`src/rtl/sdlc_tx_pkg.sv`:
```
`timescale 1ns/1ps
// Shared types and constants for the bit-stuffed frame transmitter.
// Assumes octet-wide items on the line; the flag and abort patterns are fixed by protocol.
package sdlc_tx_pkg;
    localparam int BYTE_W = 8;
    localparam logic [BYTE_W-1:0] FLAG_OCTET = 8'h7E;
    localparam logic [BYTE_W-1:0] ONES_OCTET = 8'hFF;

    // What the shift register is currently carrying.
    typedef enum logic [2:0] {
        K_MARK  = 3'd0,
        K_FLAG  = 3'd1,
        K_DATA  = 3'd2,
        K_FCS   = 3'd3,
        K_ABORT = 3'd4
    } item_kind_t;

    // Framing state as seen at octet boundaries.
    typedef enum logic [1:0] {
        F_IDLE   = 2'd0,
        F_DATA   = 2'd1,
        F_FCS_LO = 2'd2,
        F_FCS_HI = 2'd3
    } frame_st_t;

    // Only frame content is subject to zero insertion.
    function automatic logic is_stuffable(item_kind_t k);
        return (k == K_DATA) || (k == K_FCS);
    endfunction
endpackage

```
`src/rtl/sdlc_tx_holdreg.sv`:
```
`timescale 1ns/1ps
// Single-octet holding register between the host and the shift register.
// Assumes take is only asserted while full; writes while full are dropped.
module sdlc_tx_holdreg
    import sdlc_tx_pkg::*;
(
    input  logic              clk,
    input  logic              rst_n,
    input  logic              wr_valid,
    input  logic [BYTE_W-1:0] wr_data,
    input  logic              take,
    output logic              full,
    output logic [BYTE_W-1:0] data
);
    // Capture a host octet when empty; release it when the shifter takes it.
    always_ff @(posedge clk) begin
        if (!rst_n) begin
            full <= 1'b0;
            data <= '0;
        end else if (take) begin
            full <= 1'b0;
        end else if (wr_valid && !full) begin
            full <= 1'b1;
            data <= wr_data;
        end
    end
endmodule

```
`src/rtl/sdlc_fcs_gen.sv`:
```
`timescale 1ns/1ps
// Bit-serial frame check sequence generator, reflected (LSB-first) form.
// Assumes init and bit_valid never coincide; crc_upd is the value after the current bit.
module sdlc_fcs_gen #(
    parameter int               CRC_W    = 16,
    parameter logic [CRC_W-1:0] CRC_POLY = 16'h8408,
    parameter logic [CRC_W-1:0] CRC_INIT = 16'hFFFF
) (
    input  logic             clk,
    input  logic             rst_n,
    input  logic             init,
    input  logic             bit_valid,
    input  logic             bit_in,
    output logic [CRC_W-1:0] crc_q,
    output logic [CRC_W-1:0] crc_upd
);
    // Next remainder if the present line bit is a data bit.
    always_comb begin
        crc_upd = {1'b0, crc_q[CRC_W-1:1]} ^ ((crc_q[0] ^ bit_in) ? CRC_POLY : '0);
    end

    // Preset at frame start, advance on every data bit.
    always_ff @(posedge clk) begin
        if (!rst_n)         crc_q <= CRC_INIT;
        else if (init)      crc_q <= CRC_INIT;
        else if (bit_valid) crc_q <= crc_upd;
    end
endmodule

```
`src/rtl/sdlc_bit_serializer.sv`:
```
`timescale 1ns/1ps
// Shifts one octet item onto the line per eight strobes, LSB first, inserting a 0
// after STUFF_RUN consecutive 1s of stuffable content. Loads the next item
// presented by the controller on the strobe that sends the last bit.
// Assumes nxt_kind/nxt_octet are valid whenever item_last is high.
module sdlc_bit_serializer
    import sdlc_tx_pkg::*;
#(
    parameter int STUFF_RUN = 5
) (
    input  logic              clk,
    input  logic              rst_n,
    input  logic              bit_en,
    input  item_kind_t        nxt_kind,
    input  logic [BYTE_W-1:0] nxt_octet,
    output logic              txd,
    output logic              item_last,
    output item_kind_t        cur_kind,
    output logic              data_bit_valid,
    output logic              data_bit
);
    localparam int CW = $clog2(BYTE_W);
    localparam int OW = $clog2(STUFF_RUN + 1);
    localparam logic [CW-1:0] LAST_IDX = CW'(BYTE_W - 1);

    logic [BYTE_W-1:0] sh_q;
    logic [CW-1:0]     cnt_q;
    logic [OW-1:0]     ones_q;
    logic              stuff_now;

    // Decode the per-strobe actions.
    always_comb begin
        stuff_now      = (ones_q == OW'(STUFF_RUN));
        item_last      = bit_en && !stuff_now && (cnt_q == LAST_IDX);
        data_bit       = sh_q[0];
        data_bit_valid = bit_en && !stuff_now && (cur_kind == K_DATA);
    end

    // Drive the line, count 1s, and step through the item.
    always_ff @(posedge clk) begin
        if (!rst_n) begin
            txd      <= 1'b1;
            sh_q     <= ONES_OCTET;
            cur_kind <= K_MARK;
            cnt_q    <= '0;
            ones_q   <= '0;
        end else if (bit_en) begin
            if (stuff_now) begin
                txd    <= 1'b0;
                ones_q <= '0;
            end else begin
                txd    <= sh_q[0];
                ones_q <= (is_stuffable(cur_kind) && sh_q[0]) ? ones_q + OW'(1) : '0;
                if (cnt_q == LAST_IDX) begin
                    sh_q     <= nxt_octet;
                    cur_kind <= nxt_kind;
                    cnt_q    <= '0;
                end else begin
                    sh_q  <= sh_q >> 1;
                    cnt_q <= cnt_q + CW'(1);
                end
            end
        end
    end
endmodule

```
`src/rtl/sdlc_frame_ctl.sv`:
```
`timescale 1ns/1ps
// Frame sequencer: chooses the next item at every octet boundary, runs the
// underrun closing (check sequence or bare flag), the end-of-message latch,
// abort handling and both interrupt pulses.
// Assumes item_last is a single-cycle pulse and commands are single-cycle.
module sdlc_frame_ctl
    import sdlc_tx_pkg::*;
#(
    parameter int CRC_W = 16
) (
    input  logic              clk,
    input  logic              rst_n,
    input  logic              item_last,
    input  item_kind_t        cur_kind,
    input  logic              tx_enable,
    input  logic              buf_full,
    input  logic [BYTE_W-1:0] buf_data,
    input  logic [CRC_W-1:0]  crc_q,
    input  logic [CRC_W-1:0]  crc_upd,
    input  logic              cmd_arm,
    input  logic              cmd_abort,
    output item_kind_t        nxt_kind,
    output logic [BYTE_W-1:0] nxt_octet,
    output logic              buf_take,
    output logic              crc_init,
    output logic              eom_latch,
    output logic              ext_irq,
    output logic              tbe_irq
);
    frame_st_t st_q, st_d;
    logic      abort_q;
    logic      take_c, init_c, underrun_c, tbe_c, abort_go;

    // Select the next item and framing state for the coming boundary.
    always_comb begin
        st_d       = st_q;
        nxt_kind   = K_FLAG;
        nxt_octet  = FLAG_OCTET;
        take_c     = 1'b0;
        init_c     = 1'b0;
        underrun_c = 1'b0;
        tbe_c      = 1'b0;
        abort_go   = 1'b0;
        if (abort_q && st_q != F_IDLE) begin
            nxt_kind  = K_ABORT;
            nxt_octet = ONES_OCTET;
            st_d      = F_IDLE;
            abort_go  = 1'b1;
        end else begin
            case (st_q)
                F_IDLE: begin
                    if (!tx_enable) begin
                        nxt_kind  = K_MARK;
                        nxt_octet = ONES_OCTET;
                    end else if (buf_full && cur_kind == K_FLAG) begin
                        nxt_kind  = K_DATA;
                        nxt_octet = buf_data;
                        take_c    = 1'b1;
                        init_c    = 1'b1;
                        tbe_c     = 1'b1;
                        st_d      = F_DATA;
                    end
                end
                F_DATA: begin
                    if (buf_full) begin
                        nxt_kind  = K_DATA;
                        nxt_octet = buf_data;
                        take_c    = 1'b1;
                        tbe_c     = 1'b1;
                    end else if (!eom_latch) begin
                        nxt_kind   = K_FCS;
                        nxt_octet  = ~crc_upd[BYTE_W-1:0];
                        underrun_c = 1'b1;
                        st_d       = F_FCS_LO;
                    end else begin
                        st_d = F_IDLE;
                    end
                end
                F_FCS_LO: begin
                    nxt_kind  = K_FCS;
                    nxt_octet = ~crc_q[2*BYTE_W-1:BYTE_W];
                    st_d      = F_FCS_HI;
                end
                default: begin
                    tbe_c = !buf_full;
                    st_d  = F_IDLE;
                end
            endcase
        end
        buf_take = item_last && take_c;
        crc_init = item_last && init_c;
    end

    // Advance the framing state at octet boundaries only.
    always_ff @(posedge clk) begin
        if (!rst_n)         st_q <= F_IDLE;
        else if (item_last) st_q <= st_d;
    end

    // Underrun latch: set by an armed underrun, cleared by the host command.
    always_ff @(posedge clk) begin
        if (!rst_n)                        eom_latch <= 1'b1;
        else if (item_last && underrun_c)  eom_latch <= 1'b1;
        else if (cmd_arm)                  eom_latch <= 1'b0;
    end

    // One-cycle interrupt pulses at the boundary that caused them.
    always_ff @(posedge clk) begin
        if (!rst_n) begin
            ext_irq <= 1'b0;
            tbe_irq <= 1'b0;
        end else begin
            ext_irq <= item_last && underrun_c;
            tbe_irq <= item_last && tbe_c;
        end
    end

    // Hold an abort request until the next boundary of an open frame.
    always_ff @(posedge clk) begin
        if (!rst_n)                                   abort_q <= 1'b0;
        else if (st_q == F_IDLE || (item_last && abort_go)) abort_q <= 1'b0;
        else if (cmd_abort)                           abort_q <= 1'b1;
    end
endmodule

```
`src/rtl/sdlc_underrun_tx.sv`:
```
`timescale 1ns/1ps
// Top: bit-stuffed frame transmitter with automatic underrun closing.
// Assumes bit_en strobes are single-cycle and separated by at least one idle clock.
module sdlc_underrun_tx
    import sdlc_tx_pkg::*;
#(
    parameter int          STUFF_RUN = 5,
    parameter logic [15:0] CRC_POLY  = 16'h8408,
    parameter logic [15:0] CRC_INIT  = 16'hFFFF
) (
    input  logic       clk,
    input  logic       rst_n,
    input  logic       bit_en,
    input  logic       tx_enable,
    input  logic       wr_valid,
    input  logic [7:0] wr_data,
    input  logic       cmd_arm,
    input  logic       cmd_abort,
    output logic       txd,
    output logic       buf_empty,
    output logic       eom_latch,
    output logic       tbe_irq,
    output logic       ext_irq
);
    localparam int CRC_W = 16;

    logic              buf_full, buf_take, crc_init;
    logic [BYTE_W-1:0] buf_data, nxt_octet;
    logic [CRC_W-1:0]  crc_q, crc_upd;
    logic              item_last, data_bit_valid, data_bit;
    item_kind_t        cur_kind, nxt_kind;

    assign buf_empty = !buf_full;

    sdlc_tx_holdreg u_hold (
        .clk(clk), .rst_n(rst_n), .wr_valid(wr_valid), .wr_data(wr_data),
        .take(buf_take), .full(buf_full), .data(buf_data)
    );

    sdlc_fcs_gen #(.CRC_W(CRC_W), .CRC_POLY(CRC_POLY), .CRC_INIT(CRC_INIT)) u_fcs (
        .clk(clk), .rst_n(rst_n), .init(crc_init), .bit_valid(data_bit_valid),
        .bit_in(data_bit), .crc_q(crc_q), .crc_upd(crc_upd)
    );

    sdlc_bit_serializer #(.STUFF_RUN(STUFF_RUN)) u_ser (
        .clk(clk), .rst_n(rst_n), .bit_en(bit_en), .nxt_kind(nxt_kind),
        .nxt_octet(nxt_octet), .txd(txd), .item_last(item_last),
        .cur_kind(cur_kind), .data_bit_valid(data_bit_valid), .data_bit(data_bit)
    );

    sdlc_frame_ctl #(.CRC_W(CRC_W)) u_ctl (
        .clk(clk), .rst_n(rst_n), .item_last(item_last), .cur_kind(cur_kind),
        .tx_enable(tx_enable), .buf_full(buf_full), .buf_data(buf_data),
        .crc_q(crc_q), .crc_upd(crc_upd), .cmd_arm(cmd_arm), .cmd_abort(cmd_abort),
        .nxt_kind(nxt_kind), .nxt_octet(nxt_octet), .buf_take(buf_take),
        .crc_init(crc_init), .eom_latch(eom_latch), .ext_irq(ext_irq), .tbe_irq(tbe_irq)
    );
endmodule

```
`config.mk`:
```
export PLATFORM = sky130hd
export DESIGN_NAME = sdlc_underrun_tx
export DESIGN_NICKNAME = d
export VERILOG_FILES = /design/src/rtl/sdlc_tx_pkg.sv /design/src/rtl/sdlc_tx_holdreg.sv /design/src/rtl/sdlc_fcs_gen.sv /design/src/rtl/sdlc_bit_serializer.sv /design/src/rtl/sdlc_frame_ctl.sv /design/src/rtl/sdlc_underrun_tx.sv
export SDC_FILE = /design/constraint.sdc
export NUM_CORES = 1
export LEC_CHECK = 0
export CAP_MARGIN = 10
export CORE_MARGIN = 10
export CORE_UTILIZATION = 36
export CTS_CLUSTER_SIZE = 8
export DETAILED_ROUTE_END_ITERATION = 16
export MAX_ROUTING_LAYER = met4
export SLEW_MARGIN = 30
export SYNTH_ARGS = -nofsm -noshare
export SYNTH_HDL_FRONTEND = slang
export SYNTH_SLANG_ARGS = --single-unit
```
`constraint.sdc`:
```
create_clock -name clk -period 2.52 [get_ports clk]
set_clock_uncertainty 0.15 [all_clocks]
set_input_delay 0.252 -clock clk [delete_from_list [all_inputs] [get_ports clk]]
set_output_delay 0.252 -clock clk [all_outputs]
set_load 0.01 [all_outputs]
```
Word-level counts from Yosys, hierarchy flattened
Index checks and enable logic that the tools add are counted.

operators by class
  add/subtract/negate cells = 2
  equality and inequality tests = 10
  muxes and demuxes = 38
  bitwise gates (word level) = 7
  reduce and logical (&&, ||, !) cells = 26

operators by type and width
  operator                                               number
  2-to-1 mux 8 bit                                       6
  case mux 8 bit (3 select lines)                        1
  2-to-1 mux 3 bit                                       6
  2-to-1 mux 16 bit                                      1
  NOT 8 bit                                              2
  bitwise XOR 15 x 16 -> 16 bit                          1
  2-to-1 mux 2 bit                                       7
  2-to-1 mux 1 bit                                       13
  logical AND 1 bit                                      12
  case mux 3 bit (3 select lines)                        1
  OR reduction 2 bit                                     4
  adder 3 x 1 -> 3 bit, second input constant            2
  == test 3 x 2 -> 1 bit, second input constant          2
  == test 3 bit, second input constant                   2
  inequality test 3 x 2 -> 1 bit, second input constant  2
  case mux 2 bit (3 select lines)                        1
  AND reduction 2 bit                                    2
  AND reduction 4 bit                                    1
  == test 3 x 1 -> 1 bit, second input constant          1
  inequality test 3 x 1 -> 1 bit, second input constant  1
  NOT 1 bit                                              3
  case mux 1 bit (3 select lines)                        1
  AND reduction 3 bit                                    1
  == test 2 x 1 -> 1 bit, second input constant          1
  7 further kinds                                        9

word-level totals
  bits in registers = 49
  input port bits = 15
  output and inout bits = 5
  logic and storage cells = 96

Logic depth before layout (Yosys ltp)
Gate-level depths: netlist of run 1.

  depth in word-level cells = 9
  gate-level depth with buffers = 8
  mapped depth without buffers = 6

Hierarchy
Synthesis of run 1 repeated with hierarchy kept, for this count alone.

second synthesis, totals
  cells, all modules = 300
  area, all modules = 2,696.3 um2

by module, submodules not included
  module               instances  cells each  area each (um2)  seq. area each (um2)
  sdlc_bit_serializer  1          89          827.0            360.3
  sdlc_frame_ctl       1          98          755.7            120.1
  sdlc_fcs_gen         1          73          739.5            320.3
  sdlc_tx_holdreg      1          39          370.4            180.2
  sdlc_underrun_tx     1          1           3.8              0.0

Least setup slack after synthesis of run 1
Ideal clock, no wire load.

  path kind = flip-flop to flip-flop
  start point = reg u_ser.cnt_q[0]
  end point = reg u_fcs.crc_q[10]
  setup time = 125 ps
  data arrival time = 1,674 ps
  data required time = 2,245 ps
  path slack = 571 ps
  stages on the path, launching flop included = 9
  buffers on the path = 3
  period minus slack after synthesis = 1,949 ps
  path through = dfxtp_1 ha_1 ha_1 clkbuf_1 and2_1 clkbuf_2 a31oi_2 buf_2 nand3_1

between the ends
  longest elaborated chain between the ends = 4

RTL lines
  item                          RTL line                   text
  start, declared               sdlc_bit_serializer.sv:27  logic [CW-1:0] cnt_q;
  start signal, assigned        sdlc_bit_serializer.sv:60  cnt_q <= cnt_q + CW'(1);
  == test 3 bit                 sdlc_bit_serializer.sv:34  item_last = bit_en && !stuff_now && (cnt_q == LAST_IDX);
  logical AND 1 bit             sdlc_bit_serializer.sv:34
  logical AND 1 bit             sdlc_frame_ctl.sv:91       crc_init = item_last && init_c;
  OR reduction 2 bit (no line)  n/a
  end signal, assigned          sdlc_fcs_gen.sv:26         else if (bit_valid) crc_q <= crc_upd;
  end, declared                 sdlc_fcs_gen.sv:14         output logic [CRC_W-1:0] crc_q,

No other way between the ends.
A chain may end at the register's enable or synchronous reset.

Worst setup path after layout of run 1
  start point = reg u_ser.ones_q[0]
  end point = reg u_fcs.crc_q[15]

between the ends
  longest elaborated chain between the ends = 6
  elaborated cells on any way between the ends = 7
  classes of those cells = eq/ne (1); reduce/logical (6)

RTL lines
  item                          RTL line                                              text
  start, declared               sdlc_bit_serializer.sv:28                             logic [OW-1:0] ones_q;
  start signal, assigned        sdlc_bit_serializer.sv:53                             ones_q <= (is_stuffable(cur_kind) && sh_q[0]) ? ones_q + OW'(1) : '0;
  == test 3 bit (*)             sdlc_bit_serializer.sv:33                             stuff_now = (ones_q == OW'(STUFF_RUN));
  zero test 1 bit (*)           sdlc_bit_serializer.sv:34, sdlc_bit_serializer.sv:36
  logical AND 1 bit (*)         sdlc_bit_serializer.sv:34, sdlc_bit_serializer.sv:36
  logical AND 1 bit             sdlc_bit_serializer.sv:34
  logical AND 1 bit             sdlc_frame_ctl.sv:91
  OR reduction 2 bit (no line)  n/a

Mark *: on every way between the ends. The rest lies on a longest branch, timed or not.

==> impl_metrics.tcl, run 1 <==
set metrics [dict create \
    outcome "complete, no violations" \
    cts_root_buf "clkbuf_8" \
    rsz0062_at_grt "no" \
    ir_worst_vdd_mv 0.272 \
    start_kind "flip-flop" \
    crit_fanout 16 \
    total_power_mw 1.40 \
    worstSetupPathType "reg2reg" \
    critical_path.n_buffers_inverters 0 \
    routedWlPerCell_um 15.8 \
    num_antenna_cells 0 \
    cts_buffers 5 \
    path_cells "ha_1, a21boi_1, and2_1, a31oi_2, o211ai_1" \
    n_fill_cell 668 \
    fin_crit_ps 2020 \
    drive_gt1_share_pct 8.92 \
    syn-num-nets 316 \
    fin_crit_sh_pct 80.3 \
    arrival_ps 2030 \
    num_vias 2126 \
    grt_max_degree 26 \
    synth_flop_cell "dfxtp_1" \
    tightest_slew_ps 764 \
    post_cts_buffers 0 \
    busiest_layer "met2" \
    ctsHoldBuffers 0 \
    dp_hpwl_um 4440 \
    core.rowCount 29 \
    yosysSeqAreaShare_pct 40.6 \
    grt_pass1_wl_um 10200 \
    yosysWarnings 0 \
    fmax_mhz 494 \
    grt_overflow 0 \
    synth.cell_area_um2 2410 \
    syn_area_per_cell_um2 8.13 \
    async_flop_share_pct 0 \
    crit_required_ps 2520 \
    seq_area_um2 981 \
    hold_viol 0 \
    htreeDepth 2 \
    viasPerCell 5.44 \
    cp_slowest_cell "a31oi_2" \
    antenna_found_initial 0 \
    io_pins 20 \
    path_clk_slew_ps 90 \
    nNetsFinal 332 \
    die_height_um 102 \
    tns_ps 0 \
    hp-class "reg2reg" \
    postCtsResizedCells 0 \
    clkSinkCount 49 \
    dieWidth_um 102 \
    fp.dieArea_um2 10400 \
    ys_ff_latch 49 \
    grt_use_met3_pct 2.50 \
    ant_nets 0 \
    cp_top_family "compound AO/OA/AOI/OAI gates" \
    grtUsageTotal_pct 12.8 \
    remaining_drc_errors 0 \
    setup_viol 0 \
    grt_use_met1_pct 16.3 \
    power_density_nw_per_um2 503 \
    crit_path_end_kind "flip-flop" \
    drtPass1Iterations 4 \
    multiInputGateArea_um2 1300 \
    relSlewSlack_pct 48.9 \
    ctsLongestPathBuffers 2 \
    synth.distinct_cells 56 \
    port_buffers 19 \
    clk_latency_ps 300 \
    max_stage_delay_ps 640 \
    netlist_instances 297 \
    final_max_slew_viol_count 0 \
    met2_usage_pct 19.2 \
    p_leak_nw 1.11 \
    core_area_um2 6420 \
    synth_edf_count 0 \
    grt_pass1_vias 2069 \
    gp_congestion 0.892 \
    syn2layout_area_growth_pct 15.2 \
    drtIter0Drc 138 \
    start_util_pct 37.6 \
    totalWireLength_um 6180 \
    cts_tree "built" \
    whs_ps 315 \
    drv_cap 0 \
]
## metal layers
layer / vias to the layer above / part of all wire (%)
met5: - / 0
met4: 0 / 1.7
met3: 9 / 4.4
met2: 43 / 45
met1: 998 / 49
li1: 1076 / -
## registers in the layout, summed over array words and instances (netlist names)
signal	flops
u_ctl.st_q	2
u_ser.txd	1
u_ctl.eom_latch	1
u_ser.ones_q	3
u_ctl.abort_q	1
u_ser.sh_q	8
u_hold.data	8
u_ser.cur_kind	3
u_ctl.tbe_irq	1
u_fcs.crc_q	16
u_ctl.ext_irq	1
u_hold.full	1
u_ser.cnt_q	3
## final timing paths
check             depth (start not counted)            start  slack (ps)              end
setup / recovery                          5  u_ser.ones_q[0]         500  u_fcs.crc_q[15]
hold reg to reg                           2   u_ser.cnt_q[2]         310   u_ser.cnt_q[2]
hold / removal                            2   u_ser.cnt_q[2]         310   u_ser.cnt_q[2]
setup reg to reg                          5  u_ser.ones_q[0]         500  u_fcs.crc_q[15]
## kinds of logic (layout without fill, tap and decap cells)
group	Yosys count	in the layout	share of synthesized area (%)
compound gates	82	82	22.7
fa+ha+maj	4	4	2.07
xor+xnor	5	5	2.43
buf+inv	33	50	5.70
simple gates	116	116	23.1
flops	49	49	40.6
mux	8	8	3.37
## tightest hold or removal path, stage by stage, from the launching register on
cell and delay, ps:
dfxtp_1 320, nand2_1 50, a21oi_1 50
## through the flow
stage	area (um2)	cells	utilization, %	worst slack (ps)
finish	2780	391	43.3	496
global route	2780	391	43.3	321
CTS	2780	391	43.3	471
detailed placement	2700	383	42.0	213
global placement	2700	383	42.0	237
floorplan	2410	297	-	571
## cell usage after synthesis, types with 4 or more instances
master | number | area (um2)
nand2_1 | 44 | 165
nand2b_1 | 8 | 50.1
o31a_1 | 5 | 43.8
buf_2 | 4 | 20.0
nor3_1 | 5 | 25.0
a221oi_1 | 4 | 35.0
nor2_1 | 20 | 75.1
o211a_1 | 4 | 40.0
o21ai_0 | 21 | 105
clkbuf_1 | 16 | 60.1
xnor2_1 | 4 | 35.0
inv_1 | 9 | 33.8
ha_1 | 4 | 50.1
nand3_1 | 15 | 75.1
o31ai_1 | 5 | 37.5
dfxtp_1 | 49 | 981
nor2b_1 | 7 | 43.8
nor3b_1 | 5 | 37.5
a21oi_1 | 21 | 105
mux2i_1 | 7 | 70.1
## power by group
part	leakage, nW	switching [mW]	total, mW	internal, mW
logic	0.663	0.0629	0.128	0.0650
clock network	0.0450	0.262	0.455	0.193
registers	0.400	0.0197	0.816	0.796
## cell type report
cell class	instances	area share [%]
repair buffers	32	10.3
multi-input cells	215	46.6
flip-flops and latches	49	35.3
clock inverters	2	0.360
clock buffers	6	2.61
well taps	77	3.46
inverters	10	1.35
## cells in the final DEF, fill, tap and decap left out, types with 5 or more instances in the layout
cell / n
a21oi_1: 21
buf_4: 13
clkbuf_8: 5
clkdlybuf4s50_1: 19
dfxtp_1: 49
inv_1: 9
mux2i_1: 7
nand2_1: 44
nand2b_1: 8
nand3_1: 15
nor2_1: 20
nor2b_1: 7
nor3_1: 5
nor3b_1: 5
o21ai_0: 21
o31a_1: 5
o31ai_1: 5
Power figures use the tool's default switching activity.
==> inputs of run 2 (changes only) <==
==> constraint.sdc (replaced) <==
create_clock -name clk -period 1.6 [get_ports clk]
set_clock_uncertainty 0.15 [all_clocks]
set_input_delay 0.16 -clock clk [delete_from_list [all_inputs] [get_ports clk]]
set_output_delay 0.16 -clock clk [all_outputs]
set_load 0.01 [all_outputs]
==> run 2 against run 1 <==
  * The flow now finishes with violations (setup timing)
  * Final cell count grew 8.4%
  * Power grew 63%
  * Maximum frequency grew 14%
  * Critical path type unchanged
==> impl_metrics.tcl, run 2 (synthesis gave the netlist of run 1 again) <==
set metrics [dict create \
    outcome "complete, but fails checks" \
    violations "setup timing" \
    drive_gt1_share_pct 31.7 \
    path_cells "or3b_4, or4_4, a211oi_2, o21ai_1" \
    hp-class "in2reg" \
    p_switching_mw 0.552 \
    dp_hpwl_um 4920 \
    tightest_slew_ps 449 \
    crit_path_start "u_ser.cur_kind[2]" \
    ir_worst_vdd_mv 0.471 \
    die_height_um 102 \
    antenna_found_initial 0 \
    routedWlPerCell_um 16.4 \
    crit_required_ps 1650 \
    ant_nets 0 \
    nNetsFinal 366 \
    clockPowerShare_pct 32.6 \
    remaining_drc_errors 0 \
    regToRegSetupSlack_ps -180 \
    relSlewSlack_pct 69.8 \
    rr_endpoint "u_ser.sh_q[6]" \
    viasPerCell 5.39 \
    cts_buffers 5 \
    drtPass1Iterations 4 \
    total_power_mw 2.29 \
    seqPwrFrac_pct 56.3 \
    p_leak_nw 1.32 \
    worstSetupPathType "reg2reg" \
    grtUsageTotal_pct 14.0 \
    n_fill_cell 598 \
    cp_slowest_cell "or4_4" \
    core_area_um2 6420 \
    clk_latency_ps 300 \
    arrival_ps 1830 \
    fin_crit_ps 1780 \
    final_common_cell "dfxtp_1" \
    ctsLongestPathBuffers 2 \
    start_util_pct 37.6 \
    comb_power_share_pct 11.1 \
    grt_overflow 0 \
    ctsHoldBuffers 0 \
    final_max_slew_viol_count 0 \
    drtIter0Drc 139 \
    grt_pass1_wl_um 11200 \
    final_cell_mix "dfxtp_1, buf_4, nand2_1" \
    endpoint "u_ser.sh_q[6]" \
    regMostFlops "u_fcs.crc_q" \
    p_int_mw 1.73 \
    r2r_cells 4 \
    rsz0062_at_grt "yes" \
    grt_max_degree 26 \
    num_antenna_cells 0 \
    cts_tree "built" \
    htreeDepth 2 \
    r2r-start "u_ser.cur_kind[2]" \
    syn2layout_area_growth_pct 37.7 \
    start_kind "flip-flop" \
    core.rowCount 29 \
    hold_viol 0 \
    gp_congestion 0.966 \
    fmax_mhz 562 \
    path_clk_slew_ps 90 \
    fin_crit_sh_pct 111 \
    switching_share_pct 24.2 \
    largest_reg_flops 16 \
    post-route-util_pct 51.8 \
    num_vias 2284 \
    dieWidth_um 102 \
    grt_pass1_vias 2171 \
    setup_viol 27 \
    max_stage_delay_ps 480 \
    drv_cap 0 \
    power_density_nw_per_um2 687 \
    io_pins 20 \
    fin_ws_ps -180 \
    top_regs "u_fcs.crc_q x16, u_hold.data x8, u_ser.sh_q x8" \
    clkSinkCount 49 \
    totalWireLength_um 6960 \
    port_buffers 19 \
    crit_fanout 2 \
    fp.dieArea_um2 10400 \
    cts_root_buf "clkbuf_8" \
    crit_path_end_kind "flip-flop" \
]
==> run 2: metal layers <==
layer | GRT usage, % | vias to the layer above | share of wire (%)
met2 | 21.0 | 57 | 45
met3 | 3.31 | 15 | 5.1
met4 | 5.21 | 0 | 1.8
met5 | - | - | 0
met1 | 18.0 | 1058 | 48
li1 | - | 1154 | -
==> run 2: what timing repair did <==
action	4_1_cts	5_1_grt
buffers inserted	1	5
setup endpoints to repair	34	36
gates resized for setup	23	26
cloned	2	0
pin swaps	19	13
==> run 2: power groups by stage <==
| stage | registers [mW] | clock network [mW] | logic (mW) |
|---|---|---|---|
| after floorplan | 1.30 | 0 | 0.133 |
| after global placement | 1.31 | 0 | 0.229 |
| after detailed placement | 1.31 | 0 | 0.232 |
| after CTS | 1.28 | 0.763 | 0.242 |
| after global routing | 1.29 | 0.818 | 0.279 |
| final | 1.29 | 0.745 | 0.254 |
==> run 2: worst max-delay path, delay by kind of cell, from the launching register on <==
kind	cells	cell delay [ps]
compound gates	2	320
simple gates	2	880
flops	1	330
==> run 2: worst min-delay path by stage <==
stage / startpoint / end / slack, ps / depth (start not counted)
after global placement: u_ser.sh_q[1] / u_ser.sh_q[1] / 290 / 2
after CTS: cmd_abort / u_ctl.abort_q / 290 / 3
after floorplan: wr_data[3] / u_hold.data[3] / 150 / 2
final: wr_data[2] / u_hold.data[2] / 310 / 3
after global routing: wr_data[6] / u_hold.data[6] / 320 / 3
after detailed placement: u_ser.sh_q[1] / u_ser.sh_q[1] / 300 / 2
==> run 2: layout make-up <==
type                            instances  area (um2)  share of cell area (%)
Tap cell                               77        96.3                    2.90
Sequential cell                        49         992                    29.8
Clock buffer                            7        86.3                    2.60
Inverter                               10        37.5                    1.13
Multi-Input combinational cell        217        1550                    46.6
Timing Repair Buffer                   64         564                    17.0
==> run 2: through the flow <==
stage | TNS (ps) | instance area [um2] | instances | hold WS (ps) | worst slack, ps
finish | -2190 | 3330 | 424 | 313 | -180
global route | -4120 | 3330 | 424 | 324 | -224
detailed placement | -8840 | 3010 | 409 | 301 | -415
floorplan | -2170 | 2570 | 297 | 149 | -228
global placement | -7720 | 3010 | 409 | 294 | -389
CTS | -1530 | 3200 | 419 | 286 | -172
